`config.mk`:
```
export PLATFORM = sky130hd
export DESIGN_NAME = dma_wprot
export DESIGN_NICKNAME = d
export VERILOG_FILES = /design/src/rtl/wp_pkg.sv /design/src/rtl/wp_rst_sync.sv /design/src/rtl/wp_mask_gen.sv /design/src/rtl/wp_word.sv /design/src/rtl/wp_rd_port.sv /design/src/rtl/dma_wprot.sv
export SDC_FILE = /design/constraint.sdc
export NUM_CORES = 1
export LEC_CHECK = 0
export ABC_AREA = 1
export BUFFER_PORTS_ARGS = -buffer_cell sky130_fd_sc_hd__buf_4
export CAP_MARGIN = 20
export CORE_UTILIZATION = 53
export DETAILED_ROUTE_END_ITERATION = 8
export HOLD_SLACK_MARGIN = 0.03
export PLACE_DENSITY = 0.89
export SYNTH_ARGS = -nofsm -noshare
export SYNTH_HDL_FRONTEND = slang
export SYNTH_SLANG_ARGS = --single-unit
```
`constraint.sdc`:
```
create_clock -name clk -period 4.8 [get_ports clk]
set_input_delay 0.96 -clock clk [delete_from_list [all_inputs] [get_ports clk]]
set_output_delay 0.96 -clock clk [all_outputs]
set_load 0.05 [all_outputs]
```
`src/rtl/wp_pkg.sv`:
```
package wp_pkg;
  localparam int DW     = 16;
  localparam int NREG   = 9;
  localparam int NLANE  = DW / 8;

  localparam int R_WEN  = 0;
  localparam int R_CTLA = 1;
  localparam int R_CTLB = 2;
  localparam int R_BANK = 3;
  localparam int R_TCTL = 4;
  localparam int R_MARL = 5;
  localparam int R_MARH = 6;
  localparam int R_IOAR = 7;
  localparam int R_ETCR = 8;

  // full-address mode flag inside the bank control word
  localparam int BK_FAM = 12;

  // implemented bits of each word
  function automatic logic [DW-1:0] valid_bits(input int idx);
    case (idx)
      R_WEN:                 valid_bits = 16'h0003;
      R_CTLA, R_CTLB, R_TCTL: valid_bits = 16'h00FF;
      default:               valid_bits = 16'hFFFF;
    endcase
  endfunction
endpackage

```
`src/rtl/wp_rst_sync.sv`:
```
module wp_rst_sync #(
  parameter int STAGES = 2
) (
  input  logic clk,
  input  logic arst_n,
  output logic srst_n
);
  logic [STAGES-1:0] sh_q;
  logic [STAGES-1:0] sh_d;

  always_comb sh_d = {sh_q[STAGES-2:0], 1'b1};

  always_ff @(posedge clk or negedge arst_n) begin
    if (!arst_n) sh_q <= '0;
    else         sh_q <= sh_d;
  end

  assign srst_n = sh_q[STAGES-1];
endmodule

```
`src/rtl/wp_mask_gen.sv`:
```
module wp_mask_gen
  import wp_pkg::*;
(
  input  logic [1:0]                 wen,
  input  logic                       fam,
  input  logic                       helper,
  input  logic [NLANE-1:0]           be,
  output logic [NREG-1:0][DW-1:0]    wmask
);
  logic [DW-1:0] lane;
  logic          gate_a_bank;
  logic          gate_b;
  logic [DW-1:0] bank_p;
  logic [DW-1:0] tctl_p;

  always_comb begin
    for (int i = 0; i < NLANE; i++) lane[i*8 +: 8] = {8{be[i]}};
  end

  always_comb begin
    gate_b      = wen[1];
    // in full-address mode sub-channel A bank bits need both gates
    gate_a_bank = wen[0] & (~fam | wen[1]);

    bank_p        = '1;
    bank_p[15:12] = helper ? 4'b0000 : 4'b1111;
    bank_p[8]     = gate_a_bank;
    bank_p[4]     = gate_a_bank;
    bank_p[0]     = gate_a_bank;
    bank_p[9]     = gate_b;
    bank_p[5]     = gate_b;
    bank_p[1]     = gate_b;

    tctl_p    = '1;
    tctl_p[4] = gate_b;
  end

  for (genvar g = 0; g < NREG; g++) begin : g_reg
    if (g == R_WEN) begin : g_wen
      assign wmask[g] = lane & valid_bits(g) & {DW{~helper}};
    end else if (g == R_CTLA) begin : g_ca
      assign wmask[g] = lane & valid_bits(g) & {DW{wen[0]}};
    end else if (g == R_CTLB) begin : g_cb
      assign wmask[g] = lane & valid_bits(g) & {DW{wen[1]}};
    end else if (g == R_BANK) begin : g_bk
      assign wmask[g] = lane & valid_bits(g) & bank_p;
    end else if (g == R_TCTL) begin : g_tc
      assign wmask[g] = lane & valid_bits(g) & tctl_p;
    end else begin : g_open
      assign wmask[g] = lane & valid_bits(g);
    end
  end
endmodule

```
`src/rtl/wp_word.sv`:
```
module wp_word #(
  parameter int W = 16
) (
  input  logic         clk,
  input  logic         rst_n,
  input  logic         we,
  input  logic [W-1:0] mask,
  input  logic [W-1:0] wdata,
  output logic [W-1:0] q
);
  logic [W-1:0] q_r;
  logic [W-1:0] q_nx;

  always_comb q_nx = (q_r & ~mask) | (wdata & mask);

  always_ff @(posedge clk or negedge rst_n) begin
    if (!rst_n)  q_r <= '0;
    else if (we) q_r <= q_nx;
  end

  assign q = q_r;
endmodule

```
`src/rtl/wp_rd_port.sv`:
```
module wp_rd_port #(
  parameter int AW   = 4,
  parameter int NW   = 9,
  parameter int W    = 16
) (
  input  logic                 clk,
  input  logic                 rst_n,
  input  logic                 rd_en,
  input  logic [AW-1:0]        addr,
  input  logic [NW-1:0][W-1:0] words,
  output logic [W-1:0]         rdata
);
  logic [W-1:0] sel_d;
  logic [W-1:0] rd_q;

  always_comb begin
    sel_d = '0;
    for (int i = 0; i < NW; i++) begin
      if (addr == AW'(i)) sel_d = words[i];
    end
  end

  always_ff @(posedge clk or negedge rst_n) begin
    if (!rst_n)     rd_q <= '0;
    else if (rd_en) rd_q <= sel_d;
  end

  assign rdata = rd_q;
endmodule

```
`src/rtl/dma_wprot.sv`:
```
module dma_wprot
  import wp_pkg::*;
#(
  parameter int AW = 4
) (
  input  logic          clk,
  input  logic          rst_n,
  input  logic          wr_en,
  input  logic          rd_en,
  input  logic [AW-1:0] addr,
  input  logic [15:0]   wdata,
  input  logic [1:0]    be,
  input  logic          mst,
  output logic [15:0]   rdata,
  output logic [7:0]    ctl_a_o,
  output logic [7:0]    ctl_b_o,
  output logic [15:0]   bank_o,
  output logic [7:0]    tctl_o,
  output logic [31:0]   mar_o,
  output logic [15:0]   ioar_o,
  output logic [15:0]   etcr_o
);
  logic                    rst_s_n;
  logic [NREG-1:0][DW-1:0] words;
  logic [NREG-1:0][DW-1:0] wmask;
  logic [NREG-1:0]         wsel;
  logic [1:0]              wen_q;

  wp_rst_sync #(.STAGES(2)) u_rs (
    .clk    (clk),
    .arst_n (rst_n),
    .srst_n (rst_s_n)
  );

  assign wen_q = words[R_WEN][1:0];

  wp_mask_gen u_mg (
    .wen    (wen_q),
    .fam    (words[R_BANK][BK_FAM]),
    .helper (mst),
    .be     (be),
    .wmask  (wmask)
  );

  for (genvar g = 0; g < NREG; g++) begin : g_word
    assign wsel[g] = wr_en && (addr == AW'(g));
    wp_word #(.W(DW)) u_w (
      .clk   (clk),
      .rst_n (rst_s_n),
      .we    (wsel[g]),
      .mask  (wmask[g]),
      .wdata (wdata),
      .q     (words[g])
    );
  end

  wp_rd_port #(.AW(AW), .NW(NREG), .W(DW)) u_rd (
    .clk   (clk),
    .rst_n (rst_s_n),
    .rd_en (rd_en),
    .addr  (addr),
    .words (words),
    .rdata (rdata)
  );

  assign ctl_a_o = words[R_CTLA][7:0];
  assign ctl_b_o = words[R_CTLB][7:0];
  assign bank_o  = words[R_BANK];
  assign tctl_o  = words[R_TCTL][7:0];
  assign mar_o   = {words[R_MARH], words[R_MARL]};
  assign ioar_o  = words[R_IOAR];
  assign etcr_o  = words[R_ETCR];
endmodule

```
**Word level (Yosys, flattened, before mapping)**

Cells that the tools add are included.

- Bitwise logic cells: 39
- $mul: 0
- Reductions and logical operators: 10
- Divide/modulo/power cells: 0
- Multiplexer cells: 10
- Add/subtract/negate cells: 0
- Equality and inequality tests: 8
- Shift operators: 0
- Order comparisons: 0

Operator list:

| operator | number |
|---|---|
| bitwise AND 16 bit | 16 |
| two-way mux 16 bit | 9 |
| OR 16 bit | 9 |
| NOT 16 bit | 6 |
| bitwise AND 8 x 16 -> 16 bit | 3 |
| bitwise AND 2 x 16 -> 16 bit | 1 |
| == test 4 x 3 -> 1 bit (second input constant) | 4 |
| logical AND 1 bit | 9 |
| == test 4 x 2 -> 1 bit (second input constant) | 2 |
| == test 4 x 1 -> 1 bit (second input constant) | 1 |
| == test 4 bit (second input constant) | 1 |
| zero test 4 bit | 1 |
| two-way mux 4 bit | 1 |
| NOT 1 bit | 2 |
| bitwise AND 1 bit | 1 |
| OR 1 bit | 1 |

- Memory bits (read-only): 0
- Memory bits (writable): 0
- Word-level logic and storage cells: 78
- Memories: 0
- Bits in registers: 162
- Output and inout port bits: 120
- Latch bits: 0

**Depth between registers and ports, before layout**

- Depth after elaboration: 10
- Mapped depth: 10
- Mapped depth without buffers: 9

**Cells and area by module**

Synthesis repeated with hierarchy kept, for this count alone.

- Cells, all modules: 1307
- Area total of the unflattened synthesis: 9705.6 um2

By module, submodules not included:

| module | area each (um2) | cells an instance | sequential area each (um2) | times used |
|---|---|---|---|---|
| wp_word | 694.4 | 83 | 400.4 | 9 |
| wp_rd_port | 2224.6 | 384 | 400.4 | 1 |
| wp_mask_gen | 1094.8 | 152 | 0.0 | 1 |
| dma_wprot | 82.6 | 21 | 0.0 | 1 |
| wp_rst_sync | 53.8 | 3 | 50.0 | 1 |

**Least setup slack after synthesis**

No wires, ideal clock.

- Path kind: input-to-reg
- Start point: input port addr[2]
- End point: register with a tool-made name
- Path slack: 2.695 ns
- Stages on the path: 10
- Buffers on the path: 1
- Data arrival time: 1.985 ns
- Setup time: 0.120 ns
- Path through: inv_1 -> nand2_1 -> nor2_4 -> inv_2 -> nor2_8 -> inv_2 -> or2_0 -> buf_6 -> nand2_1 -> o21ai_2

RTL lines:

| what | RTL line | RTL |
|---|---|---|
| from (decl) | dma_wprot.sv:10 | `input logic [AW-1:0] addr,` |

==> out/qor.txt <==
antenna violations before repair: 0
Lkg Pwr: 3.833 nW
Avg Vias per Cell: 5.566
CP Data Required Time: 5.19 ns
slowest stage cell, crit path: nand3_1
FF-to-FF setup slack: 3.01 ns
final WL: 16,450 um
max_slew headroom: 0.4904
Initial Util: 0.5521
Sw Pwr: 1.536 mW
Worst IR Drop VDD: 0.2903 mV
Final nets: 824
RSZ-0062 raised after global routing: no
Max-cap violations: 0
fmax: 0.3932 GHz
die width: 103.6 um
CP Data Arrival Time: 2.93 ns
compound-cell area share of the yosys netlist: 0.1205
Post-CTS Setup Inserts: 0
Port-buffer cells: 146
GRT Util Overall: 0.3197
FF+latch count, synth: 124
total gr overflow: 0
Internal: 2.441 mW
Yosys warning count: 0
CTS Hold Buffers Added: 0
Residual DRC: 0
critical path peak fanout: 16
core area: 0.009910 sq mm
CTS Buffer Depth: 2
Worst setup SP type: primary input
largest net degree at the start of global routing: 84
Num CTS Buffers: 17
CTS H-tree lvls: 4
TNS Setup: 0 ns
Post-Synthesis Cells: 652
CTS tree: yes
Adder-Cell Fraction of Synth Area: 0
sequential share of the synthesized area: 0.5671
mux cell area share after synthesis: 0
Sw Share: 0.3863
die height: 103.6 um
Rows: 36
pwr/cell area: 548.3 mW/mm^2
crit share post-route: 0.5298
Initial DRC Count: 481
sequential share of power: 0.356
Antenna Nets Post-Route: 0
HP Class: in -> async
Largest stage delay, worst path: 0.46 ns
largest family of logic cells by synthesized area: simple AND/OR/NAND/NOR gates
most numerous cell on the critical path: nand2_1
die area: 0.01073 sq mm
Setup crit end kind: register
Crit path max-delay family: simple AND/OR/NAND/NOR gates
drt wl/cell: 17.46 um
layout cell share with drive strength beyond 1: 0.2423
Distinct cells, synth: 31
Slew @ Worst Pin: 0.7636 ns
outcome: finished clean
Post-Syn Area per Cell: 8.392 sq um
clk_skew: 0.005752 ns
Post-DP Area: 0.006614 sq mm
fin crit period: 2.543 ns
Final Max Tran Viols: 0
critical path type: in -> reg
area added between synthesis and finish: 32.56%
Clk network pwr share: 0.331
Fill cells: 705
Placer Congestion: 0.9290
xor-xnor portion of the synthesized cell area: 0
synthesized area: 0.005471 sq mm
diode count: 0
fin util: 0.7319
Pre-Repair DR Iteration Count: 5
CP bufs+invs: 2
clock sink total: 124
vias: 5,243
Final Hold Fails: 0
Hold Worst Slack: 0.2046 ns
Design Area, Final: 0.007253 sq mm
cells along the critical path: buf_4, nor2_1, nand3_1, inv_1, nand2_1, nand2_1, o21ai_0
Simple-Gate Fraction of Synth Area: 0.2490
post-CTS sizing: 0
hpwl dp: 11,320 um
first-pass GRT wire length: 26,500 um
combinational power share: 0.313
Clk Latency, worst-skew pair: 0.53 ns
Clock Pin Slew Worst Setup and Hold Paths: 0.05 ns
number of global-route vias before repair: 5,085
setup violators final: 0
I/O Pins: 147
syn_nets: 679
CTS root buf: clkbuf_8
[cell type report]
class | count | area (sq um) | area share
Clock buffer | 26 | 508.0 | 0.07004
Tap cell | 133 | 166.4 | 0.02294
Sequential cell | 124 | 3107 | 0.4283
Timing Repair Buffer | 149 | 1139 | 0.1570
Multi-Input combinational cell | 451 | 2026 | 0.2793
Clock inverter | 5 | 103.9 | 0.01432
Inverter | 54 | 203.9 | 0.02812
[worst register-to-register path: stages, from the launching register on]
cell and delay (ns):
dfrtp_1 0.43, inv_1 0.10, nor2_1 0.26, nand3_1 0.48
o21ai_0 0.42
[path summary, 6_finish.rpt]
path,from,endpoint,depth (start not counted)
max in group asynchronous,u_rs.sh_q[1],u_rd.rdata[1],2
worst min-delay path,rst_n,u_rs.sh_q[0],1
worst max-delay path,addr[1],register,7
min in group clk,u_rs.sh_q[0],u_rs.sh_q[1],0
worst max register to register,register,register,4
worst min register to register,u_rs.sh_q[1],async pin,0
[cells in the final DEF, fill, tap and decap left out, types with 4 or more instances in the layout]
cell / n
nand2_1: 242
buf_4: 148
dfrtp_1: 123
o21ai_0: 98
inv_1: 51
nand3_1: 31
nor2_1: 27
clkbuf_16: 16
a21oi_1: 14
nand4_1: 9
clkbuf_8: 7
o21ai_1: 6
o21ai_2: 4
[logic make-up (layout without fill, tap and decap cells)]
kind of cell | after synthesis | after routing
AND/OR/NAND/NOR | 323 | 323
AO/OA/AOI/OAI | 127 | 127
other | 1 | 1
buffers and inverters | 77 | 234
flip-flops | 124 | 124
[routing by layer]
| layer | vias to the layer above | routed length, um | GRT usage |
|---|---|---|---|
| met5 | - | 0 | 0 |
| met4 | 0 | 616 | 0.1553 |
| met3 | 60 | 1299 | 0.06545 |
| met2 | 314 | 7987 | 0.5115 |
| met1 | 2482 | 6544 | 0.4175 |
| li1 | 2387 | - | - |
[synth_stat cells]
cell	number	area, sq um
a21oi_1	14	70.07
a31oi_1	3	18.77
buf_1	1	3.750
buf_2	9	45.04
buf_4	1	7.510
buf_6	5	56.30
clkbuf_1	7	26.28
clkinv_2	1	5.000
conb_1	1	3.750
dfrtp_1	124	3103
inv_1	51	191.4
inv_2	2	7.510
nand2_1	242	908.4
nand2_2	1	6.260
nand2_4	3	33.78
nand3_1	31	155.2
nand3b_1	1	7.510
nand4_1	9	56.30
nor2_1	27	101.4
nor2_2	2	12.51
nor2_4	2	22.52
nor2_8	1	20.02
nor3_2	1	10.01
nor3_4	1	16.27
nor4_1	1	6.260
o21a_1	1	7.510
o21ai_0	98	490.5
o21ai_1	6	30.03
o21ai_2	4	35.03
o31ai_1	1	7.510
or2_0	1	6.260
[through the flow]
step	power (mW)	std cells	worst slack [ns]
after floorplan	2.218	652	1.090
after global placement	2.625	910	1.999
after detailed placement	2.654	910	1.800
after CTS	3.968	941	2.318
after global routing	4.109	942	1.977
final	3.977	942	2.257
[power by group through the flow]
stage / logic, mW / registers (mW) / clock network, mW
2_1_floorplan: 0.202 / 2.02 / 0
3_3_place_gp: 1.20 / 1.42 / 0
3_5_place_dp: 1.23 / 1.43 / 0
4_1_cts: 1.24 / 1.41 / 1.32
5_1_grt: 1.30 / 1.43 / 1.37
6_report: 1.24 / 1.42 / 1.32
(Power assumes the default switching activity.)
